## config.mk

```make
export PLATFORM = sky130hd
export DESIGN_NAME = rng_byte_regs
export DESIGN_NICKNAME = d
export VERILOG_FILES = /design/src/rtl/rngr_pkg.sv /design/src/rtl/rngr_lfsr.sv /design/src/rtl/rngr_refill.sv /design/src/rtl/rngr_regs.sv /design/src/rtl/rng_byte_regs.sv
export SDC_FILE = /design/constraint.sdc
export NUM_CORES = 1
export LEC_CHECK = 0
export ABC_AREA = 1
export BUFFER_PORTS_ARGS = -buffer_cell sky130_fd_sc_hd__buf_2
export CORE_ASPECT_RATIO = 1.75
export CORE_MARGIN = 4
export CORE_UTILIZATION = 45
export DETAILED_ROUTE_END_ITERATION = 10
export HOLD_SLACK_MARGIN = 0.12
export SLEW_MARGIN = 20
export SYNTH_ARGS = -nofsm -noshare
export SYNTH_HDL_FRONTEND = slang
export SYNTH_HIERARCHICAL = 1
export SYNTH_SLANG_ARGS = --single-unit
```

## constraint.sdc

```tcl
create_clock -name clk -period 2.3 [get_ports clk]
set_clock_uncertainty 0.2 [all_clocks]
set_input_delay 0.23 -clock clk [delete_from_list [all_inputs] [get_ports clk]]
set_output_delay 0.23 -clock clk [all_outputs]
set_load 0.01 [all_outputs]
```

## src/rtl/rngr_pkg.sv

```systemverilog
package rngr_pkg;

   localparam int OFS_HWSTAT = 0;
   localparam int OFS_DSTAT  = 1;
   localparam int OFS_DATA   = 2;

   localparam logic [7:0] PRESENT_BIT_MASK = 8'h40;
   localparam int         ENABLE_BIT       = 0;

   typedef enum logic [1:0] {
      SEL_HWSTAT,
      SEL_DSTAT,
      SEL_DATA,
      SEL_NONE
   } reg_sel_e;

endpackage

```

## src/rtl/rngr_lfsr.sv

```systemverilog
module rngr_lfsr #(
   parameter int           W     = 16,
   parameter logic [W-1:0] SEED  = 'hACE1,
   parameter int           STEPS = 8
) (
   input  logic         clk,
   input  logic         rst_n,
   input  logic         step_i,
   output logic [W-1:0] state_o,
   output logic [7:0]   byte_o
);

   logic [W-1:0] taps;
   logic [W-1:0] state_q;
   logic [W-1:0] nxt;

   // Galois feedback mask picked by width
   if (W == 16) begin : g_w16
      assign taps = W'(16'hB400);
   end else if (W == 32) begin : g_w32
      assign taps = W'(32'h8020_0003);
   end else begin : g_bad_width
      $error("rngr_lfsr: W must be 16 or 32");
      assign taps = '0;
   end

   if (SEED == '0) begin : g_bad_seed
      $error("rngr_lfsr: SEED must be nonzero");
   end

   if (STEPS < 8) begin : g_bad_steps
      $error("rngr_lfsr: STEPS must be at least 8");
   end

   always_comb begin
      nxt = state_q;
      for (int i = 0; i < STEPS; i++) begin
         if (nxt[0]) nxt = (nxt >> 1) ^ taps;
         else        nxt = nxt >> 1;
      end
   end

   always_ff @(posedge clk or negedge rst_n) begin
      if (!rst_n)      state_q <= SEED;
      else if (step_i) state_q <= nxt;
   end

   assign state_o = state_q;
   assign byte_o  = state_q[7:0];

endmodule

```

## src/rtl/rngr_refill.sv

```systemverilog
module rngr_refill #(
   parameter int REFILL_CYCLES = 16
) (
   input  logic clk,
   input  logic rst_n,
   input  logic en_i,
   input  logic consume_i,
   output logic load_o,
   output logic valid_o
);

   localparam int CNT_W = (REFILL_CYCLES > 1) ? $clog2(REFILL_CYCLES) : 1;
   localparam logic [CNT_W-1:0] LAST = CNT_W'(REFILL_CYCLES - 1);

   if (REFILL_CYCLES < 1) begin : g_bad_refill
      $error("rngr_refill: REFILL_CYCLES must be at least 1");
   end

   logic [CNT_W-1:0] cnt_q;
   logic             valid_q;

   assign load_o  = en_i && !valid_q && (cnt_q == LAST);
   assign valid_o = valid_q;

   always_ff @(posedge clk or negedge rst_n) begin
      if (!rst_n) begin
         cnt_q   <= '0;
         valid_q <= 1'b0;
      end else if (!en_i) begin
         cnt_q   <= '0;
         valid_q <= 1'b0;
      end else if (consume_i) begin
         cnt_q   <= '0;
         valid_q <= 1'b0;
      end else if (load_o) begin
         cnt_q   <= '0;
         valid_q <= 1'b1;
      end else if (!valid_q) begin
         cnt_q   <= cnt_q + 1'b1;
      end
   end

endmodule

```

## src/rtl/rngr_regs.sv

```systemverilog
module rngr_regs
   import rngr_pkg::*;
#(
   parameter int ADDR_W = 2
) (
   input  logic              clk,
   input  logic              rst_n,
   input  logic [ADDR_W-1:0] addr_i,
   input  logic              wr_i,
   input  logic              rd_i,
   input  logic [7:0]        wdata_i,
   input  logic              valid_i,
   input  logic [7:0]        byte_i,
   output logic              en_o,
   output logic              consume_o,
   output logic [7:0]        rdata_o
);

   if (ADDR_W < 2) begin : g_bad_addr
      $error("rngr_regs: ADDR_W must be at least 2");
   end

   reg_sel_e   sel;
   logic       en_q;
   logic       flag;
   logic [7:0] rd_val;
   logic [7:0] rdata_q;
   logic       unused_wdata;

   assign unused_wdata = ^wdata_i[7:1];

   always_comb begin
      if (addr_i == ADDR_W'(OFS_HWSTAT))     sel = SEL_HWSTAT;
      else if (addr_i == ADDR_W'(OFS_DSTAT)) sel = SEL_DSTAT;
      else if (addr_i == ADDR_W'(OFS_DATA))  sel = SEL_DATA;
      else                                   sel = SEL_NONE;
   end

   assign flag      = valid_i && en_q;
   assign consume_o = rd_i && (sel == SEL_DATA) && flag;

   always_comb begin
      unique case (sel)
         SEL_HWSTAT: rd_val = PRESENT_BIT_MASK | {7'b0, en_q};
         SEL_DSTAT:  rd_val = {7'b0, flag};
         SEL_DATA:   rd_val = flag ? byte_i : 8'h00;
         default:    rd_val = 8'h00;
      endcase
   end

   always_ff @(posedge clk or negedge rst_n) begin
      if (!rst_n) begin
         en_q    <= 1'b0;
         rdata_q <= 8'h00;
      end else begin
         if (wr_i && (sel == SEL_HWSTAT)) en_q <= wdata_i[ENABLE_BIT];
         if (rd_i)                        rdata_q <= rd_val;
      end
   end

   assign en_o    = en_q;
   assign rdata_o = rdata_q;

endmodule

```

## src/rtl/rng_byte_regs.sv

```systemverilog
module rng_byte_regs #(
   parameter int ADDR_W        = 2,
   parameter int LFSR_W        = 16,
   parameter int LFSR_SEED     = 'hACE1,
   parameter int REFILL_CYCLES = 16
) (
   input  logic              clk,
   input  logic              rst_n,
   input  logic [ADDR_W-1:0] bus_addr,
   input  logic              bus_wr,
   input  logic              bus_rd,
   input  logic [7:0]        bus_wdata,
   output logic [7:0]        bus_rdata
);

   logic              en_w;
   logic              consume_w;
   logic              load_w;
   logic              valid_w;
   logic [7:0]        byte_w;
   logic [LFSR_W-1:0] lfsr_state_w;

   rngr_regs #(
      .ADDR_W (ADDR_W)
   ) u_regs (
      .clk       (clk),
      .rst_n     (rst_n),
      .addr_i    (bus_addr),
      .wr_i      (bus_wr),
      .rd_i      (bus_rd),
      .wdata_i   (bus_wdata),
      .valid_i   (valid_w),
      .byte_i    (byte_w),
      .en_o      (en_w),
      .consume_o (consume_w),
      .rdata_o   (bus_rdata)
   );

   rngr_refill #(
      .REFILL_CYCLES (REFILL_CYCLES)
   ) u_refill (
      .clk       (clk),
      .rst_n     (rst_n),
      .en_i      (en_w),
      .consume_i (consume_w),
      .load_o    (load_w),
      .valid_o   (valid_w)
   );

   rngr_lfsr #(
      .W     (LFSR_W),
      .SEED  (LFSR_W'(LFSR_SEED)),
      .STEPS (8)
   ) u_lfsr (
      .clk     (clk),
      .rst_n   (rst_n),
      .step_i  (load_w),
      .state_o (lfsr_state_w),
      .byte_o  (byte_w)
   );

endmodule

```

Yosys cells after proc, flatten, opt, wreduce, memory -nomap -nowiden
Index checks and enable logic that the tools add are counted.
{"block": "totals", "reg_bits": 30}
{"block": "classes", "add_sub_neg": 1, "eq_ne": 7, "muxes": 20, "bitwise_logic": 8, "n_reduce_logical": 9}
{"operator": "$mux 16", "count": 8}
{"operator": "$not 3->4", "count": 8}
{"operator": "$pmux 8 s3", "count": 1}
{"operator": "$mux 4", "count": 4}
{"operator": "$mux 8", "count": 1}
{"operator": "$logic_and 1x1->1", "count": 6}
{"operator": "$add 4x1->4 const B", "count": 1}
{"operator": "$eq 2x1->1 const B", "count": 2}
{"operator": "$eq 2x2->1 const B", "count": 2}
{"operator": "$eq 4x4->1 const B", "count": 1}
{"operator": "$logic_not 2->1", "count": 2}
{"operator": "$mux 1", "count": 4}
{"operator": "$mux 2", "count": 2}
{"operator": "$ne 4x4->1 const B", "count": 1}
{"operator": "$ne 3x3->1 const B", "count": 1}
{"operator": "$logic_not 1->1", "count": 1}

Logic depth before layout (Yosys ltp)
{"block": "depth", "word_depth": 16, "ltp_mapped": 8, "depth_no_buf": 8}

Modules after synthesis
The synthesis kept the hierarchy.
{"module": "rngr_lfsr", "instances": 1, "cells_per_inst": 150, "area_each_um2": 1012.2, "seq_area_each_um2": 410.4}
{"module": "rngr_regs", "instances": 1, "cells_per_inst": 48, "area_each_um2": 390.4, "seq_area_each_um2": 225.2}
{"module": "rngr_refill", "instances": 1, "cells_per_inst": 35, "area_each_um2": 279.0, "seq_area_each_um2": 125.1}

Worst setup path before layout
Ideal clock, no wire load.
{"block": "synth_path", "path_kind": "register to register", "start": "reg u_refill.cnt_q[0]", "end": "reg u_lfsr.state_q[3] (netlist: u_lfsr/state_o[3])", "setup_time_ns": 0.127, "t_arrival_ns": 1.217, "path_slack_ns": 0.756, "stages_incl_launch_ff": 8, "cell_sequence": "dfrtp_1 ha_1 nand4_1 nor2_1 inv_1 buf_2 nand2_1 o21ai_0"}
{"block": "synth_via", "elab_chain_len": 2}
{"element": "start, declared", "line": "rngr_refill.sv:19", "text": "logic [CNT_W-1:0] cnt_q;"}
{"element": "start signal, assigned", "line": "rngr_refill.sv:39", "text": "cnt_q <= cnt_q + 1'b1;"}
{"element": "$eq 4x4->1", "line": "rngr_refill.sv:22", "text": "assign load_o = en_i && !valid_q && (cnt_q == LAST);"}
{"element": "$logic_and 1x1->1", "line": "rngr_refill.sv:22"}
{"element": "net load_w", "line": "rng_byte_regs.sv:18", "text": "logic load_w;"}
{"element": "end signal, assigned", "line": "rngr_lfsr.sv:45", "text": "else if (step_i) state_q <= nxt;"}
{"element": "end, declared", "line": "rngr_lfsr.sv:14", "text": "logic [W-1:0] state_q;"}
The timed path passes the listed nets, and every way through them passes these cells.
A chain may end at the register's enable or synchronous reset.

==> out/metrics.yaml <==
cts_root_buf: "clkbuf_8"
antenna_found_initial: 0
syn_nets: 237
place_inst: 277
finalSetupViolations: 0
hold_viol: 0
instances_no_fill: 293
pwr-share-seq_pct: 49.1
start_util_pct: 47.05
power.leakage_nw: 0.9712
drv_cap: 0
synth.avg_cell_area_sq_um: 7.203
p_switching_mw: 0.2475
whs_path_depth: 5
die_x_microns: 53.06
cp.required_ps: 2260
syn_area_sq_mm: 0.001599
vias_per_cell: 4.840
yosys_warnings: 6
fp.coreArea_sq_mm: 0.003398
ctsHtreeMaxLevel: 2
clock_sinks: 30
pwr-share-comb_pct: 7.3
synthToLayoutAreaGrowth_pct: 17.68
finalMaxSlewViolations: 0
r2r-start: "u_refill/cnt_q[0]"
ctsHoldBuffers: 8
grt_pass1_wl_mm: 6.134
cts_buffers: 5
grt_start_max_net_pins: 31
rr_endpoint: "u_lfsr/state_o[12]"
critPathMaxFanout: 1
fmax_mhz: 468.1
reg2regPathDepth: 8
grt.total_usage_pct: 17.83
cts_setup_buffers: 0
grt_overflow: 0
grt_setup_unrepaired: "no"
num_rows: 28
portBuffers: 14
place_ws_ps: 514.4
tightest_slew_ps: 681.6
num_antenna_cells: 0
die_area_sq_mm: 0.004609
cts_max_path_buffers: 2
timing.final.crit_share_pct: 92.89
p_int_mw: 0.8783
fin_ws_ps: 163.6
drt_pass1_iterations: 4
pwr-share-clk_pct: 43.6
status: "finished, final reports clean"
drive_above_1_share_pct: 16.94
finalWirelength_mm: 3.434
utilization_pct: 55.38
arrival_ps: 2090
place_area_sq_mm: 0.001692
pin_count: 22
vias: 1418
peakVddDrop_mv: 0.3242
clk_pin_slew_ps: 60
drc_errors: 0
period_minus_slack_ps: 2136
p_sw_share_pct: 21.98
wire_per_inst_microns: 11.72
hold_ws_ps: 191.7
crit_start: "bus_wdata[0]"
power.total_mw: 1.126
dp_hpwl_mm: 2.479
power_density_mw_per_mm2: 598.3
end_kind: "flop"
cts_tree: "done"
setup-tns-final_ps: 0
drtIter0Drc: 25
relSlewSlack_pct: 54.56
nNetsFinal: 262
fin_area_sq_mm: 0.001882
cts.repair.resized: 0
crit_type: "input port to flop"
gp_congestion: 0.7459
grt_pass1_vias: 1423
worstSetupEndpoint: "u_regs/en_o"
ant_nets: 0
clock_latency_ps: 270
hp-class: "input port to flop"
die_h_microns: 86.86
ff2ff_setup_slack_ps: 500
netlist_instances: 222
cp-start-kind: "input port"
==> flip-flops by register name (all words and copies together), names as in the netlist <==
signal	flops
u_refill/cnt_q	4
u_refill/valid_o	1
u_regs/en_o	1
u_lfsr/state_o	16
u_regs/rdata_o	8
==> placed cells by master, fill, tap and decap left out, types with 2 or more instances in the layout <==
| master | count |
|---|---|
| nand2_1 | 112 |
| buf_2 | 14 |
| clkbuf_8 | 8 |
| o21ai_0 | 14 |
| inv_1 | 17 |
| nand3_1 | 13 |
| xnor2_1 | 2 |
| inv_2 | 6 |
| a21oi_1 | 6 |
| dlygate4sd3_1 | 8 |
| o21ai_1 | 2 |
| nor2_2 | 2 |
| dfrtp_1 | 22 |
| dfstp_2 | 8 |
| nor2_1 | 7 |
==> power by group through the flow <==
stage	clock, mW	sequential [mW]	combinational (mW)
after detailed placement	0	0.562	0.0692
final	0.491	0.553	0.0820
after floorplan	0	0.561	0.0380
after global placement	0	0.561	0.0674
after CTS	0.506	0.553	0.0834
after global routing	0.533	0.554	0.0923
==> critical path, cell delays in order <==
cell,delay [ps]
dlygate4sd3_1,530
buf_2,120
nand3_1,70
dlygate4sd3_1,560
nand2_1,50
dlygate4sd3_1,540
==> how the worst min path moves through the flow <==
stage	from	endpoint	slack, ps
6_report	bus_addr[1]	u_regs/rdata_o[7]	190
5_1_grt	bus_addr[1]	u_regs/rdata_o[1]	230
4_1_cts	bus_addr[1]	u_regs/rdata_o[3]	190
3_5_place_dp	rst_n	u_regs/en_o	110
3_3_place_gp	rst_n	u_regs/rdata_o[0]	110
2_1_floorplan	rst_n	u_lfsr/state_o[12]	-270
==> metal layers <==
metal / routed length, microns / global-route usage [%] / share of wire [%] / vias up
met4: 59 / 6.279 / 1.7 / 0
met5: 0 / 0 / 0 / -
met3: 96 / 3.602 / 2.8 / 6
li1: - / - / - / 735
met1: 1390 / 18.29 / 40 / 659
met2: 1888 / 33.94 / 55 / 18
==> area by class of cell <==
class / instances / area [sq um]
fillers: 362 / 1516
flip-flops and latches: 30 / 760.7
multi-input cells: 164 / 710.7
repair buffers: 23 / 157.7
clock buffers: 8 / 110.1
inverters: 23 / 86.33
well taps: 45 / 56.30
(Power assumes the default switching activity.)
